## config.mk

```make
export PLATFORM = sky130hd
export DESIGN_NAME = sad_rx
export DESIGN_NICKNAME = d
export VERILOG_FILES = /design/src/rtl/sad_pkg.sv /design/src/rtl/sad_sync.sv /design/src/rtl/sad_framer.sv /design/src/rtl/sad_pairer.sv /design/src/rtl/sad_rx.sv
export SDC_FILE = /design/constraint.sdc
export NUM_CORES = 1
export LEC_CHECK = 0
export ABC_AREA = 1
export BUFFER_PORTS_ARGS = -buffer_cell sky130_fd_sc_hd__buf_2
export CAP_MARGIN = 25
export CELL_PAD_IN_SITES_DETAIL_PLACEMENT = 0
export CELL_PAD_IN_SITES_GLOBAL_PLACEMENT = 1
export CORE_ASPECT_RATIO = 1.2
export CORE_MARGIN = 4
export CORE_UTILIZATION = 40
export CTS_CLUSTER_DIAMETER = 120
export DETAILED_ROUTE_END_ITERATION = 10
export HOLD_SLACK_MARGIN = 0.05
export PLACE_DENSITY_LB_ADDON = 0.1
export SYNTH_ARGS = -nofsm -noshare
export SYNTH_HDL_FRONTEND = slang
export SYNTH_HIERARCHICAL = 1
export SYNTH_SLANG_ARGS = --single-unit
```

## constraint.sdc

```tcl
create_clock -name clk -period 10.5 [get_ports clk]
set_input_delay 0.525 -clock clk [delete_from_list [all_inputs] [get_ports clk]]
set_output_delay 0.525 -clock clk [all_outputs]
set_load 0.01 [all_outputs]
```

## src/rtl/sad_pkg.sv

```systemverilog
package sad_pkg;
  localparam int SAMPLE_W = 24;
  localparam int SHORT_W  = 16;

  typedef enum logic [1:0] {
    FMT_I2S  = 2'b00,
    FMT_LJ   = 2'b01,
    FMT_RJ24 = 2'b10,
    FMT_RJ16 = 2'b11
  } fmt_e;

  typedef logic [SAMPLE_W-1:0] sample_t;
endpackage

```

## src/rtl/sad_sync.sv

```systemverilog
module sad_sync #(
  parameter int STAGES = 2,
  parameter int WIDTH  = 3
) (
  input  logic             clk,
  input  logic             rst_n,
  input  logic [WIDTH-1:0] din,
  output logic [WIDTH-1:0] dout
);
  logic [WIDTH-1:0] stage_q [STAGES];

  always_ff @(posedge clk or negedge rst_n) begin
    if (!rst_n) stage_q[0] <= '0;
    else        stage_q[0] <= din;
  end

  for (genvar s = 1; s < STAGES; s++) begin : g_stage
    always_ff @(posedge clk or negedge rst_n) begin
      if (!rst_n) stage_q[s] <= '0;
      else        stage_q[s] <= stage_q[s-1];
    end
  end

  assign dout = stage_q[STAGES-1];
endmodule

```

## src/rtl/sad_framer.sv

```systemverilog
module sad_framer
  import sad_pkg::*;
(
  input  logic    clk,
  input  logic    rst_n,
  input  logic    tick,
  input  logic    ws,
  input  logic    sd,
  input  fmt_e    fmt,
  output logic    word_done,
  output logic    word_left,
  output sample_t word_data
);
  localparam int CNT_W = $clog2(SAMPLE_W + 2);
  localparam logic [CNT_W-1:0] CNT_MAX = '1;

  logic             ws_prev_q, ws_prev_n;
  logic             started_q, started_n;
  logic             framed_q,  framed_n;
  logic [CNT_W-1:0] cnt_q,     cnt_n;
  sample_t          acc_q,     acc_n;
  sample_t          sr_q,      sr_n;
  logic             done_q,    done_n;
  logic             left_q,    left_n;
  sample_t          data_q,    data_n;
  sample_t          picked;
  logic             boundary;
  int               pos;

  assign boundary = tick && started_q && (ws != ws_prev_q);

  always_comb begin
    unique case (fmt)
      FMT_RJ24: picked = sr_q;
      FMT_RJ16: picked = {sr_q[SHORT_W-1:0], {(SAMPLE_W-SHORT_W){1'b0}}};
      default:  picked = acc_q;
    endcase
  end

  always_comb begin
    ws_prev_n = ws_prev_q;
    started_n = started_q;
    framed_n  = framed_q;
    cnt_n     = cnt_q;
    acc_n     = acc_q;
    sr_n      = sr_q;
    done_n    = 1'b0;
    left_n    = left_q;
    data_n    = data_q;
    pos       = 0;
    if (tick) begin
      ws_prev_n = ws;
      started_n = 1'b1;
      sr_n      = {sr_q[SAMPLE_W-2:0], sd};
      if (boundary) begin
        if (framed_q) begin
          done_n = 1'b1;
          data_n = picked;
          left_n = (fmt == FMT_I2S) ? ~ws_prev_q : ws_prev_q;
        end
        framed_n = 1'b1;
        cnt_n    = CNT_W'(1);
        acc_n    = (fmt == FMT_LJ) ? {sd, {(SAMPLE_W-1){1'b0}}} : '0;
      end else begin
        if (fmt == FMT_LJ && int'(cnt_q) < SAMPLE_W) begin
          pos        = SAMPLE_W - 1 - int'(cnt_q);
          acc_n[pos] = sd;
        end else if (fmt == FMT_I2S && cnt_q != '0 && int'(cnt_q) <= SAMPLE_W) begin
          pos        = SAMPLE_W - int'(cnt_q);
          acc_n[pos] = sd;
        end
        if (cnt_q != CNT_MAX) cnt_n = cnt_q + 1'b1;
      end
    end
  end

  always_ff @(posedge clk or negedge rst_n) begin
    if (!rst_n) begin
      ws_prev_q <= 1'b0;
      started_q <= 1'b0;
      framed_q  <= 1'b0;
      cnt_q     <= '0;
      acc_q     <= '0;
      sr_q      <= '0;
      done_q    <= 1'b0;
      left_q    <= 1'b0;
      data_q    <= '0;
    end else begin
      ws_prev_q <= ws_prev_n;
      started_q <= started_n;
      framed_q  <= framed_n;
      cnt_q     <= cnt_n;
      acc_q     <= acc_n;
      sr_q      <= sr_n;
      done_q    <= done_n;
      left_q    <= left_n;
      data_q    <= data_n;
    end
  end

  assign word_done = done_q;
  assign word_left = left_q;
  assign word_data = data_q;
endmodule

```

## src/rtl/sad_pairer.sv

```systemverilog
module sad_pairer
  import sad_pkg::*;
(
  input  logic    clk,
  input  logic    rst_n,
  input  logic    word_done,
  input  logic    word_left,
  input  sample_t word_data,
  output sample_t left_out,
  output sample_t right_out,
  output logic    pair_strobe
);
  logic    have_left_q, have_left_n;
  sample_t hold_q,      hold_n;
  sample_t lout_q,      lout_n;
  sample_t rout_q,      rout_n;
  logic    strobe_q,    strobe_n;

  always_comb begin
    have_left_n = have_left_q;
    hold_n      = hold_q;
    lout_n      = lout_q;
    rout_n      = rout_q;
    strobe_n    = 1'b0;
    if (word_done) begin
      if (word_left) begin
        have_left_n = 1'b1;
        hold_n      = word_data;
      end else begin
        have_left_n = 1'b0;
        if (have_left_q) begin
          lout_n   = hold_q;
          rout_n   = word_data;
          strobe_n = 1'b1;
        end
      end
    end
  end

  always_ff @(posedge clk or negedge rst_n) begin
    if (!rst_n) begin
      have_left_q <= 1'b0;
      hold_q      <= '0;
      lout_q      <= '0;
      rout_q      <= '0;
      strobe_q    <= 1'b0;
    end else begin
      have_left_q <= have_left_n;
      hold_q      <= hold_n;
      lout_q      <= lout_n;
      rout_q      <= rout_n;
      strobe_q    <= strobe_n;
    end
  end

  assign left_out    = lout_q;
  assign right_out   = rout_q;
  assign pair_strobe = strobe_q;
endmodule

```

## src/rtl/sad_rx.sv

```systemverilog
module sad_rx
  import sad_pkg::*;
#(
  parameter int IN_STAGES  = 2,
  parameter int RST_STAGES = 2
) (
  input  logic                clk,
  input  logic                rst_n,
  input  logic                bclk,
  input  logic                wsel,
  input  logic                sdata,
  input  logic [1:0]          fmt_sel,
  output logic [SAMPLE_W-1:0] left_smp,
  output logic [SAMPLE_W-1:0] right_smp,
  output logic                pair_valid
);
  logic [RST_STAGES-1:0] rst_pipe_q;
  logic                  rst_int_n;
  logic [2:0]            lines_sync;
  logic                  bclk_prev_q;
  logic                  tick;
  logic                  word_done;
  logic                  word_left;
  sample_t               word_data;

  always_ff @(posedge clk or negedge rst_n) begin
    if (!rst_n) rst_pipe_q <= '0;
    else        rst_pipe_q <= {rst_pipe_q[RST_STAGES-2:0], 1'b1};
  end
  assign rst_int_n = rst_pipe_q[RST_STAGES-1];

  sad_sync #(.STAGES(IN_STAGES), .WIDTH(3)) u_sync (
    .clk   (clk),
    .rst_n (rst_int_n),
    .din   ({bclk, wsel, sdata}),
    .dout  (lines_sync)
  );

  always_ff @(posedge clk or negedge rst_int_n) begin
    if (!rst_int_n) bclk_prev_q <= 1'b0;
    else            bclk_prev_q <= lines_sync[2];
  end
  assign tick = lines_sync[2] & ~bclk_prev_q;

  sad_framer u_framer (
    .clk       (clk),
    .rst_n     (rst_int_n),
    .tick      (tick),
    .ws        (lines_sync[1]),
    .sd        (lines_sync[0]),
    .fmt       (fmt_e'(fmt_sel)),
    .word_done (word_done),
    .word_left (word_left),
    .word_data (word_data)
  );

  sad_pairer u_pairer (
    .clk         (clk),
    .rst_n       (rst_int_n),
    .word_done   (word_done),
    .word_left   (word_left),
    .word_data   (word_data),
    .left_out    (left_smp),
    .right_out   (right_smp),
    .pair_strobe (pair_valid)
  );
endmodule

```

==> Yosys cells after proc, flatten, opt, wreduce, memory -nomap -nowiden <==
Index checks and enable logic that the tools add are counted.
{ "op_classes": {"addsub": 3, "n_lt_le_gt_ge": 6, "n_eq_ne": 5, "n_mux": 21, "bitwise": 4, "reduce_logical": 17} }
{ "ops": {"columns": ["cell", "n"], "rows": [
  ["$mux W24", 4],
  ["$ge A32 B1 Y1 const B", 2],
  ["$lt A32 B7 Y1 const B", 2],
  ["$bwmux W24", 2],
  ["$pmux W24 S2", 1],
  ["$sub A5 B5 Y6 const A", 2],
  ["$demux W1 S5", 2],
  ["$mux W1", 10],
  ["$mux W5", 2],
  ["$reduce_and A2 Y1", 4],
  ["$logic_and A1 B1 Y1", 7],
  ["$reduce_and A3 Y1", 2],
  ["$add A5 B1 Y5 const B", 1],
  ["$le A5 B5 Y1 const B", 1],
  ["$lt A5 B5 Y1 const B", 1],
  ["$ne A5 B5 Y1 const B", 1],
  ["$reduce_bool A5 Y1", 1],
  ["$eq A2 B2 Y1 const B", 2],
  ["$not A1 Y1", 3],
  ["$reduce_bool A3 Y1", 1],
  ["$eq A2 B1 Y1 const B", 1],
  ["$logic_not A2 Y1", 1],
  ["$reduce_bool A2 Y1", 1],
  ["$and A1 B1 Y1", 1],
  ["$ne A1 B1 Y1", 1]
]} }
{ "totals": {"ff_bits": 165, "input_bits": 7, "word_cells": 74} }

==> Longest topological paths before layout <==
Gate-level depths: netlist (run 1).
{ "logic_depth": {"ltp_word": 9, "depth_mapped": 14, "ltp_nobuf": 13} }

==> Modules after synthesis <==
Netlist (run 1), hierarchy kept.
{ "by_module_without_submodules": {"columns": ["mod", "instances", "cells_each", "area_per_inst_um2", "seq_area_each_um2"], "rows": [
  ["sad_framer", 1, 713, 4874.7, 2052.0],
  ["sad_pairer", 1, 325, 3012.9, 1851.8],
  ["sad_sync", 1, 9, 172.7, 150.1],
  ["sad_rx", 1, 6, 88.8, 75.1]
]} }

==> Worst setup path after synthesis (run 1) <==
No wires, ideal clock.
{ "synth_path": {"path_kind": "register to register", "start": "register u_framer.cnt_q[1]", "end": "register u_framer.cnt_q[3]", "setup_ns": 0.078, "arrival_time_ns": 1.827, "required_ns": 10.422, "path_slack_ns": 8.596, "stages_incl_launch_ff": 10, "path_buffers": 1, "synth_period_minus_slack_ns": 1.904, "path_cell_list": "dfrtp_1 > ha_1 > buf_1 > inv_1 > nor3_1 > ha_1 > or2_2 > nor4_1 > o21ai_0 > a21oi_1"} }
{ "synth_between": {"elab_chain_len": 3, "elab_cells_between_ends": 6, "classes_between": "add/sub (1); eq/ne (1); mux (2); reduce/logical (2)"} }
{ "synth_rtl": {"columns": ["element", "line", "source"], "rows": [
  ["start, declared", "sad_framer.sv:20", "logic [CNT_W-1:0] cnt_q, cnt_n;"],
  ["start signal, assigned", "sad_framer.sv:92", "cnt_q <= cnt_n;"],
  ["$add A5 B1 Y5 or $ne A5 B5 Y1 (tied branches)", "sad_framer.sv:72", "if (cnt_q != CNT_MAX) cnt_n = cnt_q + 1'b1;"],
  ["$mux W5 or $reduce_bool A2 Y1 (tied branches)", null, null],
  ["$mux W5 or $reduce_and A2 Y1 (tied branches)", null, null]
]} }
Parallel ways exist; a longest one is shown, timed or not. The select of a mux whose other input is x is not followed.
A chain may end at the register's enable or synchronous reset.

==> Worst setup path in the final report (run 1) <==
{ "layout_path": {"start": "register bclk_prev_q", "end": "register u_framer.acc_q[23]"} }
{ "layout_between": {"elab_chain_len": 6, "elab_cells_between_ends": 7, "classes_between": "mux (1); bitwise (2); reduce/logical (4)"} }
{ "layout_rtl": {"columns": ["element", "line", "source"], "rows": [
  ["start, declared", "sad_rx.sv:20", "logic bclk_prev_q;"],
  ["start signal, assigned", "sad_rx.sv:41", "else bclk_prev_q <= lines_sync[2];"],
  ["$not A1 Y1 (*)", "sad_rx.sv:43", "assign tick = lines_sync[2] & ~bclk_prev_q;"],
  ["$and A1 B1 Y1 (*)", "sad_rx.sv:43", null],
  ["net tick", "sad_rx.sv:21", "logic tick;"],
  ["$logic_and A1 B1 Y1 (2 in a row)", "sad_framer.sv:30", "assign boundary = tick && started_q && (ws != ws_prev_q);"],
  ["$reduce_bool A3 Y1 (no line)", null, null],
  ["$reduce_and A2 Y1 (no line)", null, null],
  ["end signal, assigned", "sad_framer.sv:93", "acc_q <= acc_n;"],
  ["end, declared", "sad_framer.sv:21", "sample_t acc_q, acc_n;"]
]} }
The timed path passes the listed nets; every way through them passes the cells marked *.

==> flow_summary.json, run 1 <==
{
  "status": "finished, final reports clean",
  "htreeDepth": 4,
  "irDropWorstVdd_uv": 116.8,
  "cts_tree": "yes",
  "grt_use_total_pct": 19.29,
  "grt.overflow.total": 0,
  "antenna_found_initial": 0,
  "grt_pass1_wl_um": 35770,
  "slowest_stage": "buf_4",
  "synth_common_cells": "nand2_1, dfrtp_1, nand3_1",
  "dr.pass1.iters": 5,
  "path_cells": "nor2_4 -> buf_4 -> nand2_1 -> nand3b_4 -> nand2_1 -> inv_2 -> nand2_2 -> nand2_2 -> inv_2 -> nand3_1 -> nand2_1 -> nand2_1",
  "yosysMostFrequentCell": "nand2_1",
  "syn_nets": 1066,
  "wirelength_um": 21200,
  "ys_warn_count": 6,
  "fp.coreArea_sq_mm": 0.01976,
  "drive_gt1_share_pct": 11.55,
  "syn_avg_cell_area_sq_um": 7.739,
  "dr_total_vias": 6859,
  "drc": 0,
  "synth.area.top_cells": "dfrtp_1, nand2_1, nand3_1, nand4_1, a21oi_1",
  "clk_latency_ns": 0.42,
  "synth-async-reset-ratio_pct": 100.0,
  "finalHoldViolCount": 0,
  "tns_ns": 0,
  "instances_no_fill": 1343,
  "synth-seq-cells": 165,
  "gp_congestion": 0.8765,
  "io_pins": 56,
  "endpoint_kind": "register",
  "cp_common_cell": "nand2_1",
  "worst_slew_pin_slew_ns": 0.9128,
  "drv_cap": 0,
  "cts_buffer_depth": 2,
  "critPathLaunchType": "register",
  "min_period_ns": 2.904,
  "yosys.area.top_type": "dfrtp_1",
  "p_comb_share_pct": 25.6,
  "hp-class": "in -> reg",
  "cts_buffers": 17,
  "critPathMaxFanout": 60,
  "start_util_pct": 41.24,
  "p_seq_share_pct": 44.0,
  "fill_cells": 2059,
  "synth_top_area_share_pct": 50.67,
  "p_int_mw": 1.232,
  "fp.dieW_um": 138.3,
  "critPathRequiredTime_ns": 10.80,
  "grt_pass1_vias": 6514,
  "drv_slew": 0,
  "power_leakage_nw": 4.647,
  "rsz0062_at_grt": "false",
  "io_buffers": 55,
  "ctsResizeCount": 0,
  "dp_cells": 1309,
  "antenna_left": 0,
  "cts.sinks": 165,
  "synthDistinctLibCells": 32,
  "dieArea_sq_mm": 0.02273,
  "post_drt_wl_per_cell_um": 15.79,
  "maxSlewHeadroom_pct": 39.00,
  "cts_setup_buffers": 0,
  "skew_ns": 0.01063,
  "syn_inst": 1053,
  "max_freq_mhz": 344.4,
  "p_sw_mw": 0.7223,
  "power_density_mw_per_mm2": 214.6,
  "switching_share_pct": 36.96,
  "cp.arrival_ns": 3.21,
  "synth_flop_cell": "dfrtp_1",
  "drt_iter0_drc": 411,
  "ys_seq_area_share_pct": 50.67,
  "synth_edf_count": 0,
  "period_share_pct": 27.65,
  "synthToLayoutAreaGrowth_pct": 11.75,
  "timing_worst_setup_path_type": "reg -> reg",
  "n_antenna_cell": 0,
  "setup_violations": 0,
  "cp_slowest_stage_delay_ns": 0.46,
  "rows": 56,
  "path_clk_slew_ns": 0.07,
  "nets": 1083,
  "grt_max_degree": 76,
  "clockRootBuffer": "clkbuf_16",
  "syn_area_sq_mm": 0.008149,
  "cts_hold_buf": 1,
  "chipHeight_um": 164.4,
  "place_hpwl_um": 14290,
  "p_clk_share_pct": 30.4,
  "viasPerCell": 5.107
}
stage by stage:
step / setup slack, ns / area [sq um] / total power, mW / hold WS, ns / utilization, %
CTS: 7.557 / 9051 / 1.973 / 0.1845 / 45.81
global route: 7.252 / 9106 / 2.085 / 0.1871 / 46.09
floorplan: 5.562 / 8149 / 1.206 / 0.2294 / -
finish: 7.596 / 9106 / 1.954 / 0.2103 / 46.09
global placement: 7.596 / 8446 / 1.357 / 0.3105 / 42.74
detailed placement: 7.573 / 8473 / 1.364 / 0.3113 / 42.88
logic make-up after synthesis:
logic type | Yosys count | synth area share, %
AO/OA/AOI/OAI | 141 | 8.875
XOR/XNOR | 1 | 0.1075
adder cells (fa/ha/maj) | 6 | 0.9212
buffers and inverters | 134 | 7.539
flip-flops | 165 | 50.67
other | 1 | 0.04602
AND/OR/NAND/NOR | 605 | 31.84
routing by layer:
layer,GRT usage [%],wire (um)
met5,0,0
met4,5.526,301
met3,2.999,669
met2,31.84,10340
met1,26.58,9888
cell usage in the layout (no fill, tap or decap), drive strengths merged, types with 6 or more instances in the layout:
cell type / count
nand2: 421
buf: 64
nand3: 83
a21oi: 63
dfrtp: 165
inv: 72
clkbuf: 17
nor2: 39
o21ai: 67
ha: 6
a31oi: 11
nand4: 53
sequential cells by signal, summed over array words and instances, names as in the netlist, 2 cells and up:
register            cells
u_framer/sr_q          24
u_framer/word_data     24
u_pairer/left_out      24
u_sync/dout             3
u_pairer/right_out     24
u_pairer/hold_q        24
rst_pipe_q              2
u_framer/acc_q         24
u_framer/cnt_q          5
u_sync/stage_q          3
power by group through the flow:
stage,sequential (mW),combinational (mW),clock (mW)
finish,0.860,0.499,0.594
detailed placement,0.884,0.480,0
global route,0.880,0.561,0.645
global placement,0.881,0.477,0
floorplan,0.879,0.327,0
CTS,0.874,0.482,0.618
final cells by class:
cell class | count | area [sq um] | area share [%]
Clock buffer | 17 | 425.4 | 4.672
Clock inverter | 14 | 142.6 | 1.566
Sequential cell | 165 | 4134 | 45.40
Inverter | 67 | 254.0 | 2.789
Timing Repair Buffer | 65 | 412.9 | 4.534
Tap cell | 261 | 326.6 | 3.586
Multi-Input combinational cell | 754 | 3411 | 37.46
path summary, 6_finish.rpt:
check,startpoint,to,slack (ns),cells past startpoint
hold reg to reg,rst_pipe_q[1],u_framer/sr_q[1],0.31,0
hold / removal,bclk,u_sync/stage_q[5],0.21,1
setup reg to reg,bclk_prev_q,u_framer/acc_q[23],7.60,12
setup / recovery,bclk_prev_q,u_framer/acc_q[23],7.60,12
min in group asynchronous,rst_pipe_q[1],u_framer/sr_q[1],0.31,0
max in group asynchronous,rst_pipe_q[1],u_framer/sr_q[4],8.57,3
worst max-delay path: cells and delay by family, from the launching register on:
family	cells	cell delay (ns)
simple gates	9	1.51
buf+inv	3	0.88
flops	1	0.39
(Power assumes the default switching activity.)
==> run 2, diff against run 1 <==
clock period = 2.8 ns   (was 10.5 ns; I/O delays follow)
==> run 2 against run 1 <==
Compared with the run above:
- sequential power rose to 3.7 times the previous value
- worst hold slack got worse by 0.051 ns
- cell count is 1.6% higher
- core utilization grew 0.83 points
- via count is 0.93% higher
- clock-buffer cell count up 1
- global-route usage rose by 0.50 points
- wire length increased by 3.1%
- first-iteration DRC count rose by 7.3%
- die area unchanged
- register-to-register slack got worse by 7.2 ns
- sequential share of layout area down 0.80 points
- largest cell class unchanged
==> flow_summary.json, run 2 (synthesized netlist as in run 1, its figures left out) <==
{
  "use_met3_pct": 4.019,
  "hold_end": "u_framer/acc_q[23]",
  "cts_buffers": 17,
  "chipHeight_um": 164.4,
  "drc": 0,
  "fin_util_pct": 46.92,
  "critPathMaxFanout": 10,
  "grt_pass1_wl_um": 36330,
  "path_clk_slew_ns": 0.07,
  "drv_cap": 0,
  "critPathRequiredTime_ns": 3.17,
  "final_common_cell": "nand2_1",
  "dr.pass1.iters": 6,
  "slowest_stage": "ha_1",
  "min_delay_path_depth": 5,
  "power_density_mw_per_mm2": 801.7,
  "cts.sinks": 165,
  "rows": 56,
  "cts_tree": "yes",
  "min_period_ns": 2.400,
  "irDropWorstVdd_uv": 489.6,
  "dr_total_vias": 6923,
  "dieArea_sq_mm": 0.02273,
  "hp-class": "in -> reg",
  "post_drt_wl_per_cell_um": 16.02,
  "drive_gt1_share_pct": 12.78,
  "crit_family": "simple AND/OR/NAND/NOR gates",
  "fp.dieW_um": 138.3,
  "fill_cells": 2056,
  "timing_worst_setup_path_type": "reg -> reg",
  "skew_ns": 0.01444,
  "worstReg2RegEnd": "u_framer/acc_q[1]",
  "top_usage_layer": "met2",
  "nets": 1103,
  "setup_slack_ns": 0.4000,
  "tns_ns": 0,
  "r2r_slack_ns": 0.40,
  "setup_violations": 0,
  "viasPerCell": 5.076,
  "grt_max_degree": 75,
  "wirelength_um": 21850,
  "gp_congestion": 0.9022,
  "start_util_pct": 41.24,
  "grt_pass1_vias": 6779,
  "status": "finished, final reports clean",
  "grt_use_met2_pct": 33.21,
  "cts_buffer_depth": 2,
  "drv_slew": 0,
  "ctsResizeCount": 0,
  "drt_iter0_drc": 441,
  "cts_hold_buf": 5,
  "cp_common_cell": "nand2_1",
  "clk_latency_ns": 0.43,
  "maxSlewHeadroom_pct": 49.29,
  "grt.overflow.total": 0,
  "cp_slowest_stage_delay_ns": 0.45,
  "r2r_cells": 10,
  "grt_use_total_pct": 19.79,
  "finalHoldViolCount": 0,
  "cp.arrival_ns": 2.77,
  "cts_setup_buffers": 0,
  "endpoint_kind": "register",
  "cp.buffers_inverters": 1,
  "antenna_left": 0,
  "path_cells": "inv_1 -> ha_1 -> nand2_2 -> nand2_1 -> nand2_1 -> nor2_1 -> nand3_1 -> a21oi_1 -> nand2_1 -> nand2_1",
  "worst_slew_pin_slew_ns": 0.7606,
  "place_ws_ns": 0.4425,
  "max_freq_mhz": 416.7,
  "r2r_start": "u_framer/cnt_q[0]",
  "gr-usage-met1_pct": 25.59,
  "fp.coreArea_sq_mm": 0.01976,
  "io_pins": 56,
  "io_buffers": 55,
  "n_antenna_cell": 0,
  "place_hpwl_um": 14810,
  "htreeDepth": 4,
  "period_share_pct": 85.71,
  "synthToLayoutAreaGrowth_pct": 13.76,
  "antenna_found_initial": 0,
  "final_cell_mix": "nand2_1, dfrtp_1, nand3_1",
  "rsz0062_at_grt": "false",
  "critPathLaunchType": "register",
  "worstHoldStart": "fmt_sel[0]",
  "clockRootBuffer": "clkbuf_16",
  "power_leakage_nw": 4.757
}
[run 2: report_power, final]
part	internal [mW]	switching [mW]
sequential	2.88	0.341
clock	1.20	1.09
combinational	0.591	1.34
[run 2: worst min-delay path, stage by stage]
cell and delay, ns:
buf_2 0.13, nand4_1 0.10, nand2_1 0.06, nand2_1 0.07
nand2_1 0.05
[run 2: routing by layer]
metal | part of all wire (%) | vias up
met5 | 0 | -
met1 | 46 | 3247
met3 | 3.4 | 35
met2 | 48 | 134
li1 | - | 3507
met4 | 2.5 | 0
[run 2: worst max-delay path by stage]
stage                            from           endpoint  slack (ns)  cells after the start
detailed placement  u_framer/cnt_q[0]  u_framer/acc_q[5]        0.44                     11
global route        u_framer/cnt_q[0]  u_framer/acc_q[1]        0.14                     11
floorplan               rst_pipe_q[1]        bclk_prev_q        0.07                      0
CTS                 u_framer/cnt_q[0]  u_framer/acc_q[5]        0.43                     11
global placement    u_framer/cnt_q[0]  u_framer/acc_q[1]        0.53                     11
finish              u_framer/cnt_q[0]  u_framer/acc_q[1]        0.40                     10
[run 2: area by class of cell]
cell class                 count  area [sq um]  share of cell area [%]
inverter                      67         254.0                   2.740
clock buffer                  18         429.2                   4.630
timing repair buffer          85         563.0                   6.074
clock inverter                14         152.6                   1.647
sequential                   165          4134                   44.59
multi-input combinational    754          3411                   36.79
tap                          261         326.6                   3.523
[run 2: through the flow]
stage,hold slack [ns],total power [mW],area (sq um),cells
6_report,0.1597,7.432,9270,1364
5_1_grt,0.1854,7.905,9270,1364
4_1_cts,0.1322,7.543,9270,1364
3_5_place_dp,-0.07131,5.208,8638,1327
3_3_place_gp,-0.07391,5.175,8618,1326
2_1_floorplan,-0.1556,4.521,8150,1053
==> run 3, diff against run 2 <==
==> constraint.sdc (replaced) <==
create_clock -name clk -period 2.8 [get_ports clk]
set_input_delay 0.56 -clock clk [delete_from_list [all_inputs] [get_ports clk]]
set_output_delay 0.56 -clock clk [all_outputs]
set_load 0.01 [all_outputs]
==> run 3 against run 2 <==
Compared with the run above:
- total power hardly changed
- cell count is 0.15% lower
- sequential share of layout area is 0.22 points higher
- critical path type unchanged
- die area stayed put
- critical endpoint is now u_framer/acc_q[3]
- clock-buffer cell count is 1 lower
- register-to-register slack worse by 0.03 ns
- worst setup slack worse by 0.033 ns
==> flow_summary.json, run 3 (synthesized netlist as in run 1, its figures left out) <==
{
  "cp_slowest_stage_delay_ns": 0.44,
  "dr.pass1.iters": 5,
  "drt_iter0_drc": 396,
  "cp_common_cell": "nand2_1",
  "place_hpwl_um": 14780,
  "antenna_found_initial": 0,
  "nets": 1101,
  "grt_pass1_wl_um": 36650,
  "cts_buffers": 17,
  "timing_worst_setup_path_type": "reg -> reg",
  "post_drt_wl_per_cell_um": 15.86,
  "period_share_pct": 86.90,
  "dr_total_vias": 6819,
  "rsz0062_at_grt": "false",
  "grt.overflow.total": 0,
  "p_clk_share_pct": 30.9,
  "worstReg2RegEnd": "u_framer/acc_q[3]",
  "r2r_slack_ns": 0.37,
  "max_freq_mhz": 411.0,
  "fin_area_sq_mm": 0.009224,
  "fp.coreArea_sq_mm": 0.01976,
  "synthToLayoutAreaGrowth_pct": 13.19,
  "grt_max_degree": 68,
  "p_int_mw": 4.659,
  "io_pins": 56,
  "worst_slew_pin_slew_ns": 0.5661,
  "setup_violations": 0,
  "drv_cap": 0,
  "critPathMaxFanout": 10,
  "drv_slew": 0,
  "wirelength_um": 21600,
  "cts.sinks": 165,
  "p_seq_share_pct": 43.5,
  "critPathRequiredTime_ns": 3.18,
  "place_area_sq_mm": 0.008628,
  "drive_gt1_share_pct": 13.08,
  "status": "finished, final reports clean",
  "cts_buffer_depth": 2,
  "crit_start": "u_framer/cnt_q[0]",
  "fp.dieW_um": 138.3,
  "hp-class": "reg -> async",
  "gp_congestion": 0.8847,
  "min_period_ns": 2.433,
  "critPathLaunchType": "register",
  "path_clk_slew_ns": 0.08,
  "skew_ns": 0.01444,
  "antenna_left": 0,
  "final_common_cell": "nand2_1",
  "grt_pass1_vias": 6862,
  "maxSlewHeadroom_pct": 62.26,
  "finalHoldViolCount": 0,
  "chipHeight_um": 164.4,
  "clockRootBuffer": "clkbuf_16",
  "crit_path_end": "u_framer/acc_q[3]",
  "io_buffers": 55,
  "p_comb_share_pct": 25.6,
  "slowest_stage": "ha_1",
  "n_antenna_cell": 0,
  "clk_latency_ns": 0.44,
  "p_sw_mw": 2.775,
  "power_leakage_nw": 4.742,
  "fin_util_pct": 46.68,
  "viasPerCell": 5.007,
  "tns_ns": 0,
  "instances_no_fill": 1362,
  "rows": 56,
  "ctsResizeCount": 0,
  "path_cells": "inv_1 -> ha_1 -> nand2_2 -> nand2_1 -> nand2_1 -> nor2_1 -> nand3_1 -> a21oi_1 -> nand2_1 -> nand2_1",
  "endpoint_kind": "register",
  "irDropWorstVdd_uv": 462.1,
  "cts_tree": "yes",
  "drc": 0,
  "power_density_mw_per_mm2": 805.9,
  "cp.arrival_ns": 2.81,
  "htreeDepth": 4,
  "dieArea_sq_mm": 0.02273,
  "switching_share_pct": 37.33,
  "dp_cells": 1329,
  "r2r_cells": 10,
  "start_util_pct": 41.24,
  "r2r_start": "u_framer/cnt_q[0]",
  "final_cell_mix": "nand2_1, dfrtp_1, nand3_1",
  "cts_setup_buffers": 0,
  "grt_use_total_pct": 19.98
}
-- run 3: cell types whose count changed in the layout (fill, tap and decap cells not counted), sizes merged --
cell,change
clkbuf,-1
inv,+1
dlygate4sd3,-4
buf,+2
-- run 3: worst min-delay path by stage --
stage	end	cells after the start
floorplan	rst_pipe_q[0]	0
global placement	u_framer/word_data[2]	0
CTS	u_sync/stage_q[5]	1
global route	u_sync/stage_q[4]	1
detailed placement	u_framer/word_data[2]	0
finish	u_framer/word_data[2]	0
-- run 3: stage by stage --
step / hold WS (ns) / power, mW / worst slack (ns)
floorplan: 0.2644 / 4.521 / 0.07036
global placement: 0.2168 / 5.191 / 0.5065
detailed placement: 0.2169 / 5.203 / 0.4170
CTS: 0.2097 / 7.537 / 0.3883
global route: 0.2132 / 7.937 / 0.1416
finish: 0.2139 / 7.434 / 0.3667
-- run 3: layout make-up --
type | instances | area (sq um)
clock buffers | 17 | 425.4
inverters | 67 | 254.0
multi-input cells | 754 | 3411
flip-flops and latches | 165 | 4134
well taps | 261 | 326.6
fillers | 2052 | 10540
repair buffers | 83 | 513.0
clock inverters | 15 | 160.2
-- run 3: power groups by stage --
| stage | clock network, mW | registers (mW) | logic (mW) |
|---|---|---|---|
| after global routing | 2.46 | 3.31 | 2.17 |
| after floorplan | 0 | 3.29 | 1.23 |
| after CTS | 2.37 | 3.24 | 1.93 |
| after global placement | 0 | 3.26 | 1.93 |
| after detailed placement | 0 | 3.28 | 1.92 |
| final | 2.29 | 3.23 | 1.91 |
-- run 3: what timing repair did --
action / 4_1_cts / 5_1_grt
hold buffers: 1 / 0
endpoints found under the hold margin: 2 / 0
setup endpoints to repair: 0 / 0
-- run 3: layer usage --
layer	up-vias	track usage [%]	share of wire, %
met5	-	0	0
met4	0	7.951	2.8
met3	36	3.291	3.1
met2	149	32.93	48
met1	3125	26.53	46
li1	3509	-	-
-- run 3: worst max-delay path, delay by kind of cell, from the launching register on --
family	cells	cell delay, ns
AND/OR/NAND/NOR	7	1.16
adder cells (fa/ha/maj)	1	0.44
flip-flops	1	0.42
buffers and inverters	1	0.19
AO/OA/AOI/OAI	1	0.17
